### config.mk
export PLATFORM = sky130hd
export DESIGN_NAME = acc_operand_unit
export DESIGN_NICKNAME = d
export VERILOG_FILES = /design/src/rtl/acc_pkg.sv /design/src/rtl/acc_regfile.sv /design/src/rtl/acc_ea_unit.sv /design/src/rtl/acc_alu.sv /design/src/rtl/acc_operand_unit.sv
export SDC_FILE = /design/constraint.sdc
export NUM_CORES = 1
export LEC_CHECK = 0
export BUFFER_PORTS_ARGS = -buffer_cell sky130_fd_sc_hd__buf_4
export CAP_MARGIN = 30
export CORE_MARGIN = 3
export CORE_UTILIZATION = 55
export DETAILED_ROUTE_END_ITERATION = 8
export HOLD_SLACK_MARGIN = 0.08
export PLACE_DENSITY = 0.72
export REMOVE_ABC_BUFFERS = 1
export SLEW_MARGIN = 15
export SYNTH_ARGS = -nofsm -noshare
export SYNTH_HDL_FRONTEND = slang
export SYNTH_SLANG_ARGS = --single-unit
### constraint.sdc
create_clock -name clk -period 59.8 [get_ports clk]
set_input_delay 8.97 -clock clk [delete_from_list [all_inputs] [get_ports clk]]
set_output_delay 8.97 -clock clk [all_outputs]
set_load 0.02 [all_outputs]
### src/rtl/acc_pkg.sv
package acc_pkg;

    typedef enum logic [2:0] {
        OP_LOAD = 3'd0,
        OP_ADD  = 3'd1,
        OP_SUB  = 3'd2,
        OP_MPY  = 3'd3,
        OP_DIV  = 3'd4,
        OP_STOR = 3'd5,
        OP_RSV6 = 3'd6,
        OP_RSV7 = 3'd7
    } acc_op_e;

    typedef enum logic [2:0] {
        AM_IMM  = 3'd0,
        AM_DIR  = 3'd1,
        AM_IND  = 3'd2,
        AM_REG  = 3'd3,
        AM_RIND = 3'd4,
        AM_DISP = 3'd5,
        AM_RSV6 = 3'd6,
        AM_RSV7 = 3'd7
    } addr_mode_e;

    typedef enum logic [3:0] {
        ST_IDLE,
        ST_RD_PTR,
        ST_WAIT_PTR,
        ST_RD_OPD,
        ST_WAIT_OPD,
        ST_EXEC,
        ST_WR_ARM,
        ST_WR_GO,
        ST_FINISH
    } fsm_state_e;

endpackage

### src/rtl/acc_regfile.sv
module acc_regfile #(
    parameter int WORD_W = 16,
    parameter int REG_N  = 8,
    localparam int SEL_W = $clog2(REG_N)
) (
    input  logic              clk,
    input  logic              rst_n,
    input  logic              wr_en,
    input  logic [SEL_W-1:0]  wr_sel,
    input  logic [WORD_W-1:0] wr_data,
    input  logic [SEL_W-1:0]  rd_sel,
    output logic [WORD_W-1:0] rd_data
);

    logic [WORD_W-1:0] regs [REG_N];

    for (genvar i = 0; i < REG_N; i++) begin : g_reg
        always_ff @(posedge clk) begin
            if (!rst_n) begin
                regs[i] <= '0;
            end else if (wr_en && (wr_sel == SEL_W'(i))) begin
                regs[i] <= wr_data;
            end
        end
    end

    assign rd_data = regs[rd_sel];

endmodule

### src/rtl/acc_ea_unit.sv
module acc_ea_unit
    import acc_pkg::*;
#(
    parameter int WORD_W = 16
) (
    input  addr_mode_e        mode,
    input  logic [WORD_W-1:0] field,
    input  logic [WORD_W-1:0] reg_val,
    output logic [WORD_W-1:0] ea,
    output logic [WORD_W-1:0] direct_opnd,
    output logic              ptr_fetch,
    output logic              mem_operand
);

    // Classify the mode: where the operand comes from and how many reads.
    always_comb begin
        ea          = field;
        direct_opnd = field;
        ptr_fetch   = 1'b0;
        mem_operand = 1'b0;
        unique case (mode)
            AM_DIR: begin
                mem_operand = 1'b1;
            end
            AM_IND: begin
                ptr_fetch   = 1'b1;
                mem_operand = 1'b1;
            end
            AM_REG: begin
                direct_opnd = reg_val;
            end
            AM_RIND: begin
                ea          = reg_val;
                mem_operand = 1'b1;
            end
            AM_DISP: begin
                ea          = field + reg_val;
                mem_operand = 1'b1;
            end
            default: begin
                // immediate and reserved codes: field is the operand
            end
        endcase
    end

endmodule

### src/rtl/acc_alu.sv
module acc_alu
    import acc_pkg::*;
#(
    parameter int WORD_W = 16
) (
    input  acc_op_e           op,
    input  logic [WORD_W-1:0] acc,
    input  logic [WORD_W-1:0] opnd,
    output logic [WORD_W-1:0] result,
    output logic              acc_we,
    output logic              div_zero
);

    always_comb begin
        result   = acc;
        acc_we   = 1'b0;
        div_zero = 1'b0;
        unique case (op)
            OP_LOAD: begin
                result = opnd;
                acc_we = 1'b1;
            end
            OP_ADD: begin
                result = acc + opnd;
                acc_we = 1'b1;
            end
            OP_SUB: begin
                result = acc - opnd;
                acc_we = 1'b1;
            end
            OP_MPY: begin
                result = acc * opnd;
                acc_we = 1'b1;
            end
            OP_DIV: begin
                if (opnd == '0) begin
                    div_zero = 1'b1;
                end else begin
                    result = acc / opnd;
                    acc_we = 1'b1;
                end
            end
            default: begin
                // store and reserved codes leave the accumulator alone
            end
        endcase
    end

endmodule

### src/rtl/acc_operand_unit.sv
module acc_operand_unit
    import acc_pkg::*;
#(
    parameter int WORD_W = 16,
    parameter int REG_N  = 8,
    localparam int SEL_W = $clog2(REG_N)
) (
    input  logic              clk,
    input  logic              rst_n,
    input  logic              instr_valid,
    input  logic [2:0]        instr_op,
    input  logic [2:0]        instr_mode,
    input  logic [WORD_W-1:0] instr_field,
    input  logic [SEL_W-1:0]  instr_reg,
    output logic              busy,
    output logic              done,
    output logic              div_err,
    output logic [WORD_W-1:0] acc_out,
    output logic [WORD_W-1:0] mem_addr,
    output logic [WORD_W-1:0] mem_wdata,
    output logic              mem_rd,
    output logic              mem_wr,
    input  logic [WORD_W-1:0] mem_rdata
);

    fsm_state_e        state_q, state_d;
    acc_op_e           op_q;
    addr_mode_e        mode_q;
    logic [SEL_W-1:0]  sel_q;
    logic [WORD_W-1:0] opnd_q, mar_q, mdr_q, acc_q;
    logic              div_err_q;

    logic              accept;
    logic [WORD_W-1:0] reg_val, ea, direct_opnd, alu_res;
    logic              ptr_fetch, mem_operand, alu_we, div_zero, rf_we;
    acc_op_e           in_op;
    addr_mode_e        in_mode;

    assign in_op   = acc_op_e'(instr_op);
    assign in_mode = addr_mode_e'(instr_mode);
    assign accept  = (state_q == ST_IDLE) && instr_valid;
    assign rf_we   = (state_q == ST_EXEC) && (op_q == OP_STOR) && (mode_q == AM_REG);

    acc_regfile #(.WORD_W(WORD_W), .REG_N(REG_N)) u_regfile (
        .clk     (clk),
        .rst_n   (rst_n),
        .wr_en   (rf_we),
        .wr_sel  (sel_q),
        .wr_data (acc_q),
        .rd_sel  (instr_reg),
        .rd_data (reg_val)
    );

    acc_ea_unit #(.WORD_W(WORD_W)) u_ea (
        .mode        (in_mode),
        .field       (instr_field),
        .reg_val     (reg_val),
        .ea          (ea),
        .direct_opnd (direct_opnd),
        .ptr_fetch   (ptr_fetch),
        .mem_operand (mem_operand)
    );

    acc_alu #(.WORD_W(WORD_W)) u_alu (
        .op       (op_q),
        .acc      (acc_q),
        .opnd     (opnd_q),
        .result   (alu_res),
        .acc_we   (alu_we),
        .div_zero (div_zero)
    );

    // State register
    always_ff @(posedge clk) begin
        if (!rst_n) begin
            state_q <= ST_IDLE;
        end else begin
            state_q <= state_d;
        end
    end

    // Next-state logic
    always_comb begin
        state_d = state_q;
        unique case (state_q)
            ST_IDLE: begin
                if (instr_valid) begin
                    if (ptr_fetch) begin
                        state_d = ST_RD_PTR;
                    end else if (mem_operand) begin
                        state_d = (in_op == OP_STOR) ? ST_WR_ARM : ST_RD_OPD;
                    end else begin
                        state_d = ST_EXEC;
                    end
                end
            end
            ST_RD_PTR:   state_d = ST_WAIT_PTR;
            ST_WAIT_PTR: state_d = (op_q == OP_STOR) ? ST_WR_ARM : ST_RD_OPD;
            ST_RD_OPD:   state_d = ST_WAIT_OPD;
            ST_WAIT_OPD: state_d = ST_EXEC;
            ST_EXEC:     state_d = ST_FINISH;
            ST_WR_ARM:   state_d = ST_WR_GO;
            ST_WR_GO:    state_d = ST_FINISH;
            ST_FINISH:   state_d = ST_IDLE;
            default:     state_d = ST_IDLE;
        endcase
    end

    // Outputs decoded from state
    always_comb begin
        busy      = (state_q != ST_IDLE);
        done      = (state_q == ST_FINISH);
        mem_rd    = (state_q == ST_RD_PTR) || (state_q == ST_RD_OPD);
        mem_wr    = (state_q == ST_WR_GO);
        mem_addr  = mar_q;
        mem_wdata = mdr_q;
        acc_out   = acc_q;
        div_err   = div_err_q;
    end

    // Datapath registers
    always_ff @(posedge clk) begin
        if (!rst_n) begin
            op_q      <= OP_LOAD;
            mode_q    <= AM_IMM;
            sel_q     <= '0;
            opnd_q    <= '0;
            mar_q     <= '0;
            mdr_q     <= '0;
            acc_q     <= '0;
            div_err_q <= 1'b0;
        end else begin
            if (accept) begin
                op_q      <= in_op;
                mode_q    <= in_mode;
                sel_q     <= instr_reg;
                opnd_q    <= direct_opnd;
                mar_q     <= ea;
                div_err_q <= 1'b0;
            end
            if (state_q == ST_WAIT_PTR) begin
                mdr_q <= mem_rdata;
                mar_q <= mem_rdata;
            end
            if (state_q == ST_WAIT_OPD) begin
                mdr_q  <= mem_rdata;
                opnd_q <= mem_rdata;
            end
            if (state_q == ST_EXEC) begin
                if (alu_we) begin
                    acc_q <= alu_res;
                end
                if (div_zero) begin
                    div_err_q <= 1'b1;
                end
            end
            if (state_q == ST_WR_ARM) begin
                mdr_q <= acc_q;
            end
        end
    end

endmodule

==> flow_summary.yaml <==
floorplanning:
  fp.dieArea_um2: 44100
  die_x_um: 210
  rows: 74
  die_h_um: 210
  coreArea_um2: 40900
  initial_utilization_pct: 55.9
  io_pins: 97
final_layout:
  final_util_pct: 60.8
  fillers: 3602
  drive_gt1_share_pct: 11.3
  seqCellArea_um2: 5410
  syn2layout_area_growth_pct: 8.83
  mostFrequentLayoutCell: "nor2_1"
  antenna_cells: 0
  multi_input_area_um2: 16100
  final_cell_mix: "nor2_1, nand2_1, ha_1"
  layout.nets: 3097
logic_synthesis:
  synth_compound_area_share_pct: 19.6
  syn_area_um2: 22900
  synth_cell_types: 89
  synth_ff_type: "edfxtp_1"
  ys_warn_count: 0
  synth_top_family_by_area: "simple AND/OR/NAND/NOR gates"
  synth-seq-cells: 206
  netlist_instances: 2722
  yosysSeqAreaShare_pct: 23.6
  synth_edf_count: 128
  yosys.area_share.adder_pct: 19.3
  yosys.area_share.simple_pct: 19.9
  synth-xor-area-share_pct: 5.21
  syn_area_per_cell_um2: 8.41
  async_flop_share_pct: 0
  synthMuxAreaShare_pct: 6.56
global_route:
  antenna_found_initial: 0
  grt_remaining_overflow: 0
  gr-usage-all-layers_pct: 35.1
  grt_pass1_wl_mm: 122
  grt_pass1_vias: 21600
  grt_max_degree: 58
routing:
  wl_mm: 79.5
  drt-initial-drc-count: 2339
  wl_per_cell_um: 24.1
  drtPass1Iterations: 5
  vias: 21700
  via_per_inst: 6.58
  ant_nets: 0
  drc: 0
worst_hold_path:
  worstHoldPathType: "flip-flop to flip-flop"
outcome:
  status: "completed"
timing:
  max_slew.worst_pin.slew_ps: 992
  finalSetupViolations: 0
  period_minus_slack_ps: 31490
  tns_ps: 0
  post-route-period-util_pct: 52.7
  max_slew_margin_pct: 33.7
  slew_violations: 0
  fmax_mhz: 31.8
  clock_skew_ps: 15.6
  grt_setup_unrepaired: "no"
  hold_viol_final: 0
setup_path:
  worst_path_most_repeated_cell: "ha_1"
  critPathCaptureType: "flip-flop"
  path_class: "flip-flop to flip-flop"
  critPathRequiredTime_ps: 60190
  cp-start-kind: "flip-flop"
  slowest_delay_ps: 790
  crit_fanout: 19
  crit_slowest_cell: "nor3_1"
  cp.arrival_ps: 31870
clock_network:
  clk_pin_slew_worst_paths_ps: 70
  tritoncts: "built"
  post_cts_resized: 0
  clockBufferDepth: 3
  postCtsHoldBufs: 0
  cts_num_sinks: 206
  cts_buffers: 22
  cts_setup_buffers: 0
  cts_root_buffer: "clkbuf_16"
  clock_latency_ps: 530
  htreeDepth: 1
job:
  maxCapViolations: 0
placement:
  dp_hpwl_mm: 57.3
  gp_congestion: 1.00
  portBuffers: 96
area by class of cell:
type,count,share of cell area [%]
multi-input combinational,2167,64.8
sequential,206,21.7
timing repair buffer,167,5.09
inverter,186,2.80
tap,532,2.67
clock buffer,28,2.30
clock inverter,12,0.593
critical path, delay by kind of cell (launching register included):
kind	cells	cell delay, ps
AOI/OAI and AO/OA	55	15420
adders and majority gates	15	4520
buffers and inverters	6	1190
DFF	1	290
muxes	4	1290
and+or+nand+nor	27	8610
per-stage QoR:
stage | std cells | worst slack [ps] | area [um^2] | hold slack, ps
6_report | 3298 | 28310 | 24900 | 459
4_1_cts | 3294 | 28900 | 24900 | 457
2_1_floorplan | 2559 | 32850 | 22200 | 431
5_1_grt | 3298 | 25970 | 24900 | 476
3_5_place_dp | 3254 | 28980 | 24100 | 450
3_3_place_gp | 3251 | 30210 | 24100 | 440
state kept, by name (all words and copies together) (netlist names):
register / cells
state_q: 4
acc_out: 16
opnd_q: 16
mem_wdata: 16
op_q: 3
sel_q: 3
mem_addr: 16
div_err: 1
mode_q: 3
u_regfile.regs: 128
synthesized netlist by cell type (all sizes together) (17+ instances only):
master	number	share of area (%)
mux2	32	1.6
or3	26	0.73
or2	26	0.71
o21ai	120	2.6
nor2	260	4.3
a211oi	52	1.7
nor4	17	0.53
o21a	40	1.3
nor3	138	3.1
clkbuf	140	2.3
o211ai	57	1.9
inv	180	3.0
edfxtp	128	17
a221oi	19	0.73
xnor2	91	3.5
a31oi	24	0.66
nand3	58	1.3
and2	89	2.4
ha	221	12
buf	23	0.51
dfxtp	78	6.8
nand2	253	4.2
o31ai	20	0.66
a21o	45	1.5
fa	82	7.2
a21oi	170	3.7
mux2i	42	1.8
nor2b	17	0.46
mux4	32	3.1
xor2	45	1.7
per-layer routing:
metal  up-vias  share of wire [%]  GRT usage (%)
met3       363                9.4           5.09
met5         -                  0              0
met1     10300                 38           43.8
met2      1191                 46           58.0
li1       9873                  -              -
met4         0                6.8           21.0
path summary, 6_finish.rpt:
check | from | endpoint | slack [ps] | depth (start not counted)
min | mode_q[1] | mode_q[1] | 460 | 2
max reg2reg | opnd_q[2] | acc_out[0] | 28310 | 107
min reg2reg | mode_q[1] | mode_q[1] | 460 | 2
max | opnd_q[2] | acc_out[0] | 28310 | 107
cells by family after synthesis:
group / after synthesis
xor gates and xnor gates: 136
DFF: 206
and+or+nand+nor: 952
muxes: 106
adders and majority gates: 303
AOI/OAI and AO/OA: 670
buffers and inverters: 349
Power is left out: the tool's default activity adds up to more than one toggle a clock period on the data nets, which glitch-free logic cannot reach.
